$ cat config.mk
export PLATFORM = sky130hd
export DESIGN_NAME = memwr_strobe
export DESIGN_NICKNAME = d
export VERILOG_FILES = /design/src/rtl/memwr_strobe_pkg.sv /design/src/rtl/memwr_toggle.sv /design/src/rtl/memwr_cycle.sv /design/src/rtl/memwr_step.sv /design/src/rtl/memwr_strobe.sv
export SDC_FILE = /design/constraint.sdc
export NUM_CORES = 1
export LEC_CHECK = 0
export BUFFER_PORTS_ARGS = -buffer_cell sky130_fd_sc_hd__buf_4
export CAP_MARGIN = 20
export CORE_AREA = 2 2 39 41
export CTS_BUF_LIST = sky130_fd_sc_hd__clkbuf_4 sky130_fd_sc_hd__clkbuf_8
export CTS_CLUSTER_SIZE = 28
export DETAILED_ROUTE_END_ITERATION = 16
export DIE_AREA = 0 0 41 43
export SLEW_MARGIN = 0
export SYNTH_ARGS = -nofsm -noshare
export SYNTH_HDL_FRONTEND = slang
export SYNTH_HIERARCHICAL = 1
export SYNTH_SLANG_ARGS = --single-unit
$ cat constraint.sdc
create_clock -name clk -period 2.7 [get_ports clk]
set_input_delay 0.135 -clock clk [delete_from_list [all_inputs] [get_ports clk]]
set_output_delay 0.135 -clock clk [all_outputs]
set_load 0.05 [all_outputs]
$ cat src/rtl/memwr_strobe_pkg.sv
package memwr_strobe_pkg;

    typedef enum logic {
        CY_PARK = 1'b0,
        CY_RUN  = 1'b1
    } cyc_state_e;

    typedef enum logic [1:0] {
        MS_IDLE = 2'd0,
        MS_CLK  = 2'd1,
        MS_WR   = 2'd2
    } step_state_e;

endpackage

$ cat src/rtl/memwr_toggle.sv
// One divider stage: flips on tog_i, forced to 1 by set_i or reset.
module memwr_toggle (
    input  logic clk,
    input  logic rst,
    input  logic set_i,
    input  logic tog_i,
    output logic q_o
);
    always_ff @(posedge clk) begin
        if (rst || set_i) begin
            q_o <= 1'b1;
        end else if (tog_i) begin
            q_o <= ~q_o;
        end
    end
endmodule

$ cat src/rtl/memwr_cycle.sv
// Free-running divider: oscillator level stage plus DIV_STAGES toggle stages.
module memwr_cycle
    import memwr_strobe_pkg::*;
#(
    parameter int DIV_STAGES = 2
) (
    input  logic clk,
    input  logic rst,
    input  logic osc_tick,
    input  logic stop_req,
    input  logic man_idle,
    output logic run_clk,
    output logic run_win,
    output logic parked
);
    localparam int STAGES = DIV_STAGES + 1;
    localparam int PHASES = 1 << STAGES;
    localparam int WIN_LO = (PHASES * 6) / 8;
    localparam int WIN_HI = (PHASES * 7) / 8;
    localparam logic [STAGES-1:0] WIN_LO_V = STAGES'(WIN_LO);
    localparam logic [STAGES-1:0] WIN_HI_V = STAGES'(WIN_HI);

    cyc_state_e st_q, st_d;
    logic [STAGES-1:0] q;
    logic [STAGES-1:0] carry;
    logic force_set;

    // state register
    always_ff @(posedge clk) begin
        if (rst) begin
            st_q <= CY_PARK;
        end else begin
            st_q <= st_d;
        end
    end

    // next state
    always_comb begin
        st_d = st_q;
        unique case (st_q)
            CY_PARK: if (!stop_req && man_idle) st_d = CY_RUN;
            CY_RUN:  if (stop_req)              st_d = CY_PARK;
            default: st_d = CY_PARK;
        endcase
    end

    assign force_set = (st_q == CY_PARK) || stop_req;
    assign carry[0]  = osc_tick && (st_q == CY_RUN);

    generate
        for (genvar g = 1; g < STAGES; g++) begin : g_carry
            assign carry[g] = carry[g-1] & q[g-1];
        end
        for (genvar s = 0; s < STAGES; s++) begin : g_stage
            memwr_toggle u_tog (
                .clk   (clk),
                .rst   (rst),
                .set_i (force_set),
                .tog_i (carry[s]),
                .q_o   (q[s])
            );
        end
    endgenerate

    // outputs
    always_comb begin
        parked  = (st_q == CY_PARK);
        run_clk = (st_q == CY_RUN) && !q[STAGES-1];
        run_win = (st_q == CY_RUN) && (q >= WIN_LO_V) && (q < WIN_HI_V);
    end
endmodule

$ cat src/rtl/memwr_step.sv
// Single-step sequencer: one oscillator period of clock, then one of write.
module memwr_step
    import memwr_strobe_pkg::*;
#(
    parameter int TICKS_PER_OSC = 2
) (
    input  logic clk,
    input  logic rst,
    input  logic osc_tick,
    input  logic step_req,
    input  logic stop_req,
    input  logic parked,
    output logic man_clk,
    output logic man_wr,
    output logic man_idle
);
    localparam int SW = (TICKS_PER_OSC > 1) ? $clog2(TICKS_PER_OSC) : 1;
    localparam logic [SW-1:0] LAST = SW'(TICKS_PER_OSC - 1);

    step_state_e st_q, st_d;
    logic [SW-1:0] sub_q, sub_d;

    // state register
    always_ff @(posedge clk) begin
        if (rst) begin
            st_q  <= MS_IDLE;
            sub_q <= '0;
        end else begin
            st_q  <= st_d;
            sub_q <= sub_d;
        end
    end

    // next state
    always_comb begin
        st_d  = st_q;
        sub_d = sub_q;
        unique case (st_q)
            MS_IDLE: begin
                if (step_req && parked && stop_req) begin
                    st_d  = MS_CLK;
                    sub_d = '0;
                end
            end
            MS_CLK: begin
                if (osc_tick) begin
                    if (sub_q == LAST) begin
                        st_d  = MS_WR;
                        sub_d = '0;
                    end else begin
                        sub_d = sub_q + SW'(1);
                    end
                end
            end
            MS_WR: begin
                if (osc_tick) begin
                    if (sub_q == LAST) begin
                        st_d  = MS_IDLE;
                        sub_d = '0;
                    end else begin
                        sub_d = sub_q + SW'(1);
                    end
                end
            end
            default: begin
                st_d  = MS_IDLE;
                sub_d = '0;
            end
        endcase
    end

    // outputs
    always_comb begin
        man_idle = (st_q == MS_IDLE);
        man_clk  = (st_q == MS_CLK);
        man_wr   = (st_q == MS_WR);
    end
endmodule

$ cat src/rtl/memwr_strobe.sv
module memwr_strobe #(
    parameter int DIV_STAGES    = 2,
    parameter int TICKS_PER_OSC = 2
) (
    input  logic clk,
    input  logic rst,
    input  logic osc_tick,
    input  logic mem_we,
    input  logic stop_req,
    input  logic step_req,
    output logic cpu_clk,
    output logic wr_clk
);
    logic run_clk, run_win, parked;
    logic man_clk, man_wr, man_idle;

    memwr_cycle #(.DIV_STAGES(DIV_STAGES)) u_cycle (
        .clk      (clk),
        .rst      (rst),
        .osc_tick (osc_tick),
        .stop_req (stop_req),
        .man_idle (man_idle),
        .run_clk  (run_clk),
        .run_win  (run_win),
        .parked   (parked)
    );

    memwr_step #(.TICKS_PER_OSC(TICKS_PER_OSC)) u_step (
        .clk      (clk),
        .rst      (rst),
        .osc_tick (osc_tick),
        .step_req (step_req),
        .stop_req (stop_req),
        .parked   (parked),
        .man_clk  (man_clk),
        .man_wr   (man_wr),
        .man_idle (man_idle)
    );

    assign cpu_clk = run_clk | man_clk;
    assign wr_clk  = mem_we & (run_win | man_wr);
endmodule

==> results.md, run 1 <==
- Grt ovf: 0
- Worst slew pin tran: 301 ps
- Fillers: 146
- Share of cells above drive strength 1: 0.263
- PostCTS Resize Cnt: 0
- Die outline height: 43 um
- Ranking of synthesized cells by area: dfxtp_1, ha_1, nand2b_1
- Crit Path Category: reg2out
- Layout area overhead: 23.8%
- Fin. max-slew vios: 0
- Crit path required time: 2570 ps
- Most frequent cells in the layout: buf_4, dfxtp_1, nand2b_1, ha_1, clkbuf_4
- Syn Std Cell Area: 430 sq um
- Yosys reg bits: 7
- Leakage: 0.220 nW
- Period minus WS final: 1450 ps
- CP Cell Sequence: inv_1 -> ha_1 -> or2_1 -> buf_4
- IO Pins: 8
- Multi-input gate area: 279 sq um
- Register area share after synthesis: 0.326
- Cts bufs inserted: 3
- Cell count after synthesis: 46
- Post-synth cell types: 23
- TNS Setup: 0 ps
- Hold-fix buffers, CTS: 0
- Synth Warn #: 6
- Max Fclk: 0.688 GHz
- Status: finished, final reports clean
- Std-Cell Rows: 14
- Maximum Capacitance Violations: 0
- 1st-iter DRT viols: 2
- Largest net degree at the start of global routing: 11
- Via count: 336
- Final Setup Violations: 0
- Total GRT Usage: 0.115
- CTS tree: done
- # clock sinks: 7
- First-pass DRT Iterations: 2
- Reg area: 140 sq um
- Initial antenna violation count: 0
- HPWL Detailed: 612 um
- Finished Cell Area: 533 sq um
- I/O Buffers: 7
- Post-synth top area cell: dfxtp_1
- Critical path arrival: 1320 ps
- Vias per cell: 4.60
- Die width: 41 um
- Setup crit start kind: flop
- Relative slew slack: 0.799
- Final Hold Fails: 0
- Worst-path fanout max: 4
- Crit end category: primary output
- Per-cell routed wire length: 11.3 um
- Average size of a mapped cell: 9.36 sq um
- Pwr Total: 443 uW
- Slowest cell delay on critical path: 360 ps
- Global-route wire length before repair: 1.27 mm
- Post-CTS setup buffers: 0
- Number of global-route vias before repair: 306
- Post-DRT Antenna Nets: 0
- Worst hold path type: in2reg
- RSZ-0062 raised after global routing: false
- Final Wtd Congestion: 0.732
- Core area: 1380 sq um
- Post-Syn Nets: 57
- Die area: 1760 sq um
- Crit share post-route: 0.539
- Max Root-Sink Buffers: 2
- Pwr/cell area: 832 nW/um^2
- CTS root buffer: clkbuf_4
- Placed Instance Area: 503 sq um
- Nets@finish: 69
- Post-synth top area share: 0.326
- VDD IR max: 0.000330 V
- Clk_skew: 3.37 ps
- Critical path's slowest cell: dfxtp_1
- Final wirelength: 822 um
- Pre-CTS WS: 1340 ps
- Starting Density: 0.311
- Final Worst Setup Slack: 1250 ps
- H-tree lvl count: 1
- DRC viols: 0
- Diodes inserted: 0
- Clk_lat worst skew: 250 ps
- Clock transition at the registers of the reported paths: 60 ps
[stage by stage]
stage          instances   util  hold WS, ps
6_report              73  0.385         63.5
5_1_grt               73  0.385         64.9
3_3_place_gp          69  0.363          327
2_1_floorplan         46      -          212
4_1_cts               73  0.385         57.9
3_5_place_dp          69  0.363          331
[area by class of cell]
class                   instances  share of cell area
multi-input cells              36               0.523
clock buffers                   4              0.0563
inverters                       3              0.0211
flip-flops and latches          7               0.263
repair buffers                  7              0.0986
well taps                      16              0.0376
[kinds of logic (layout without fill, tap and decap cells)]
family	Yosys count	after routing	synth area share
buffers and inverters	3	14	0.0262
DFF	7	7	0.326
xor gates and xnor gates	3	3	0.0611
AOI/OAI and AO/OA	6	6	0.0960
adders and majority gates	5	5	0.145
and+or+nand+nor	20	20	0.299
muxes	2	2	0.0465
[power breakdown]
group          total, mW  switching, mW  leakage, nW  internal [mW]
clock              0.108         0.0416       0.0184         0.0666
sequential         0.136         0.0162       0.0571          0.120
combinational      0.199          0.112        0.145         0.0872
[worst max-delay path: cells and delay by family, from the launching register on]
family | cells | cell delay [ps]
adders and majority gates | 1 | 200
buffers and inverters | 2 | 290
DFF | 1 | 360
and+or+nand+nor | 1 | 230
[registers in the layout (all words and copies together), names as in the netlist]
register                   count
u_cycle/st_q                   1
u_step/st_q                    2
u_cycle/g_stage.u_tog/q_o      3
u_step/sub_q                   1
[synthesized netlist by cell type]
library cell and number:
and2_1 1, and2_2 1, o21a_1 1, or2b_1 1, and3_2 1, mux2i_1 2, and4b_2 1, a211o_1 1
xor2_1 3, dfxtp_1 7, nor3_1 1, ha_1 5, a2bb2oi_1 1, o22ai_1 1, nand2b_1 5, nand2_1 1
inv_1 3, or2_1 1, a21oi_1 2, nor2b_1 1, nand3_2 1, or3_1 3, nor2_1 2
[routing by layer]
metal	wire (um)	share of wire	track usage
met3	50	0.061	0.0524
met1	437	0.53	0.146
met5	0	0	0
met2	304	0.37	0.138
met4	29	0.035	0.100
[path summary, 6_finish.rpt]
kind | start | to | slack (ps) | cells after the start
setup reg to reg | u_step/st_q[0] | u_step/st_q[1] | 1330 | 5
setup / recovery | u_step/st_q[1] | cpu_clk | 1250 | 4
hold reg to reg | u_step/st_q[1] | u_step/st_q[1] | 500 | 2
hold / removal | stop_req | u_cycle/st_q | 60 | 2
No activity file was read; power rests on OpenSTA's default activity.
==> inputs of run 2 (changes only) <==
ABC_AREA = 1   (was not set)
clock period = 1.2 ns   (was 2.7 ns; I/O delays follow)
==> run 2 against run 1 <==
The flow now finishes with violations (setup timing). Register-to-register slack worse by 1300 ps. Setup slack lost 1300 ps. Synthesized cell count grew 61%. Critical path depth is the same. Non-clock buffer count rose by 2. Critical path type unchanged. Critical endpoint unchanged. Largest power group unchanged. Highest routed layer is now met3.
==> results.md, run 2 <==
- Post-synth cell types: 10
- Clk_lat worst skew: 260 ps
- Logic gate share of total power: 0.514
- Switching share of power: 0.420
- Failing checks: setup timing
- Final Worst Setup Slack: -40.4 ps
- Final Wtd Congestion: 0.675
- Final Hold Fails: 0
- Die width: 41 um
- Crit Path Category: reg2out
- Worst slew pin tran: 267 ps
- Largest net degree at the start of global routing: 7
- Register-to-register setup slack: 10 ps
- Setup crit start kind: flop
- Hold Startpoint: stop_req
- EDFF count, synth: 0
- Ranking of synthesized cells by area: dfxtp_1, inv_1, nand2_1
- Vias per cell: 4.32
- Syn Std Cell Area: 457 sq um
- Nets@finish: 99
- Worst hold endpoint: u_cycle/st_q
- Clock transition at the registers of the reported paths: 60 ps
- HPWL Detailed: 682 um
- Post-Syn Nets: 85
- FF-to-FF path depth: 6
- Non-Filler Instances: 103
- Starting Density: 0.330
- Share of cells above drive strength 1: 0.287
- Post-DRT Antenna Nets: 0
- Crit share post-route: 1.03
- Critical path arrival: 1180 ps
- Post-synth top area cell: dfxtp_1
- Most frequent cells in the layout: inv_1, nand2_1, nor2_1, buf_4, nand3_1
- Grt ovf: 0
- Crit path required time: 1140 ps
- # clock sinks: 7
- Multi-input gate area: 270 sq um
- Die area: 1760 sq um
- Hold WS: 44.0 ps
- Clk_skew: 5.76 ps
- Total GRT Usage: 0.137
- Number of flip-flops under the largest register name: 3
- Relative slew slack: 0.821
- Leakage: 0.365 nW
- Most common cell in the synthesized netlist: inv_1
- Maximum Capacitance Violations: 0
- Crit end category: primary output
- H-tree lvl count: 1
- RSZ-0062 raised after global routing: true
- CTS root buffer: clkbuf_4
- Core area: 1380 sq um
- Yosys reg bits: 7
- Fillers: 148
- Cell count after synthesis: 74
- Top flop regs: u_cycle/g_stage.u_tog/q_o (3), u_step/st_q (2)
- Commonest cells in the netlist: inv_1, nand2_1, nor2_1
- Number of global-route vias before repair: 435
- WHS Path Cells: 4
- Net Switching: 507 uW
- DRC viols: 0
- I/O Buffers: 7
- Register area share after synthesis: 0.307
- Worst-path fanout max: 3
- Reg2Reg Launch Point: u_step/st_q[0]
- Max Fclk: 0.806 GHz
- First-pass DRT Iterations: 4
- Per-cell routed wire length: 9.26 um
- Period minus WS final: 1240 ps
- Async S/R FF share, synth: 0
- Global-route wire length before repair: 1.62 mm
- Diodes inserted: 0
- Dominant synthesized flop cell: dfxtp_1
- Final wirelength: 954 um
- CTS tree: done
- Pwr/cell area: 1970 nW/um^2
- Std-Cell Rows: 14
- Cts bufs inserted: 3
- VDD IR max: 0.000738 V
- Cell internal pwr: 700 uW
- Die outline height: 43 um
- Post-synth top area share: 0.307
- Average size of a mapped cell: 6.17 sq um
- Layout area overhead: 34.2%
- Part of the power in registers: 0.285
- Synth Warn #: 6
- IO Pins: 8
- Via count: 445
- Final Setup Violations: 2
- Clock power share: 0.201
- Placed insts: 97
- Initial antenna violation count: 0
- Reg area: 146 sq um
- Worst hold path type: in2reg
- 1st-iter DRT viols: 8
- Pwr Total: 1.21 mW
- Max Root-Sink Buffers: 2
- Status: finished with violations
- Fin. max-slew vios: 0
- Reg2Reg Capture Point: u_step/st_q[1]
- Reg with most FFs: u_cycle/g_stage.u_tog/q_o
[run 2: changes by cell type in the layout (fill, tap and decap cells not counted), moves of 3 or more]
cell,previous run,this run
nand2_1,1,17
inv_1,3,17
nor2_1,2,10
nand3_1,0,6
nand2b_1,5,0
dfxtp_1,7,4
nor2_2,0,3
or3_1,3,0
xor2_1,3,0
[run 2: metal layers]
| layer | global-route usage | vias to the layer above | part of all wire |
|---|---|---|---|
| met4 | 0.0400 | 0 | 0 |
| met1 | 0.141 | 194 | 0.43 |
| met3 | 0.0942 | 0 | 0.069 |
| met2 | 0.216 | 9 | 0.49 |
| met5 | 0 | - | 0 |
| li1 | - | 242 | - |
[run 2: how the worst max path moves through the flow]
stage | start | endpoint | slack [ps]
2_1_floorplan | u_step/st_q[0] | u_step/st_q[0] | 50
3_3_place_gp | u_step/st_q[0] | u_step/st_q[1] | -20
3_5_place_dp | u_step/st_q[0] | u_step/st_q[0] | -50
4_1_cts | u_step/st_q[1] | cpu_clk | -40
5_1_grt | u_step/st_q[1] | cpu_clk | -100
6_report | u_step/st_q[1] | cpu_clk | -40
[run 2: layout make-up]
| class | count | share of cell area |
|---|---|---|
| tap | 16 | 0.0327 |
| multi-input combinational | 48 | 0.441 |
| sequential | 7 | 0.239 |
| clock buffer | 4 | 0.0490 |
| inverter | 19 | 0.116 |
| timing repair buffer | 9 | 0.122 |
[run 2: logic make-up (layout without fill, tap and decap cells)]
logic type,count (synthesis),in the layout,share of synthesized area
AOI/OAI and AO/OA,4,4,0.0438
buffers and inverters,19,32,0.156
and+or+nand+nor,39,39,0.356
DFF,7,7,0.307
adders and majority gates,5,5,0.137
[run 2: critical path: stages, from the launching register on]
cell and delay, ps:
dfxtp_2 350, inv_2 60, ha_4 150, or2_1 210
buf_6 160
[run 2: repair_timing]
action                                  4_1_cts  5_1_grt
hold buffers                                  0        0
setup buffers                                 2        0
gates resized for setup                      12        2
endpoints found under the setup margin        4        5
pin swaps                                     2        0
[run 2: power by group through the flow]
stage / Sequential, mW / Combinational (mW) / Clock, mW
floorplan: 0.316 / 0.405 / 0
global placement: 0.322 / 0.512 / 0
detailed placement: 0.324 / 0.515 / 0
CTS: 0.341 / 0.598 / 0.260
global route: 0.350 / 0.701 / 0.277
finish: 0.344 / 0.620 / 0.243
[run 2: through the flow]
step	TNS [ps]	instance area, sq um	setup slack [ps]	utilization
2_1_floorplan	0	459	53.6	-
3_3_place_gp	-35.9	532	-18.3	0.384
3_5_place_dp	-103	532	-54.1	0.384
4_1_cts	-55.5	608	-37.7	0.439
5_1_grt	-373	613	-99.5	0.443
6_report	-63.1	613	-40.4	0.443
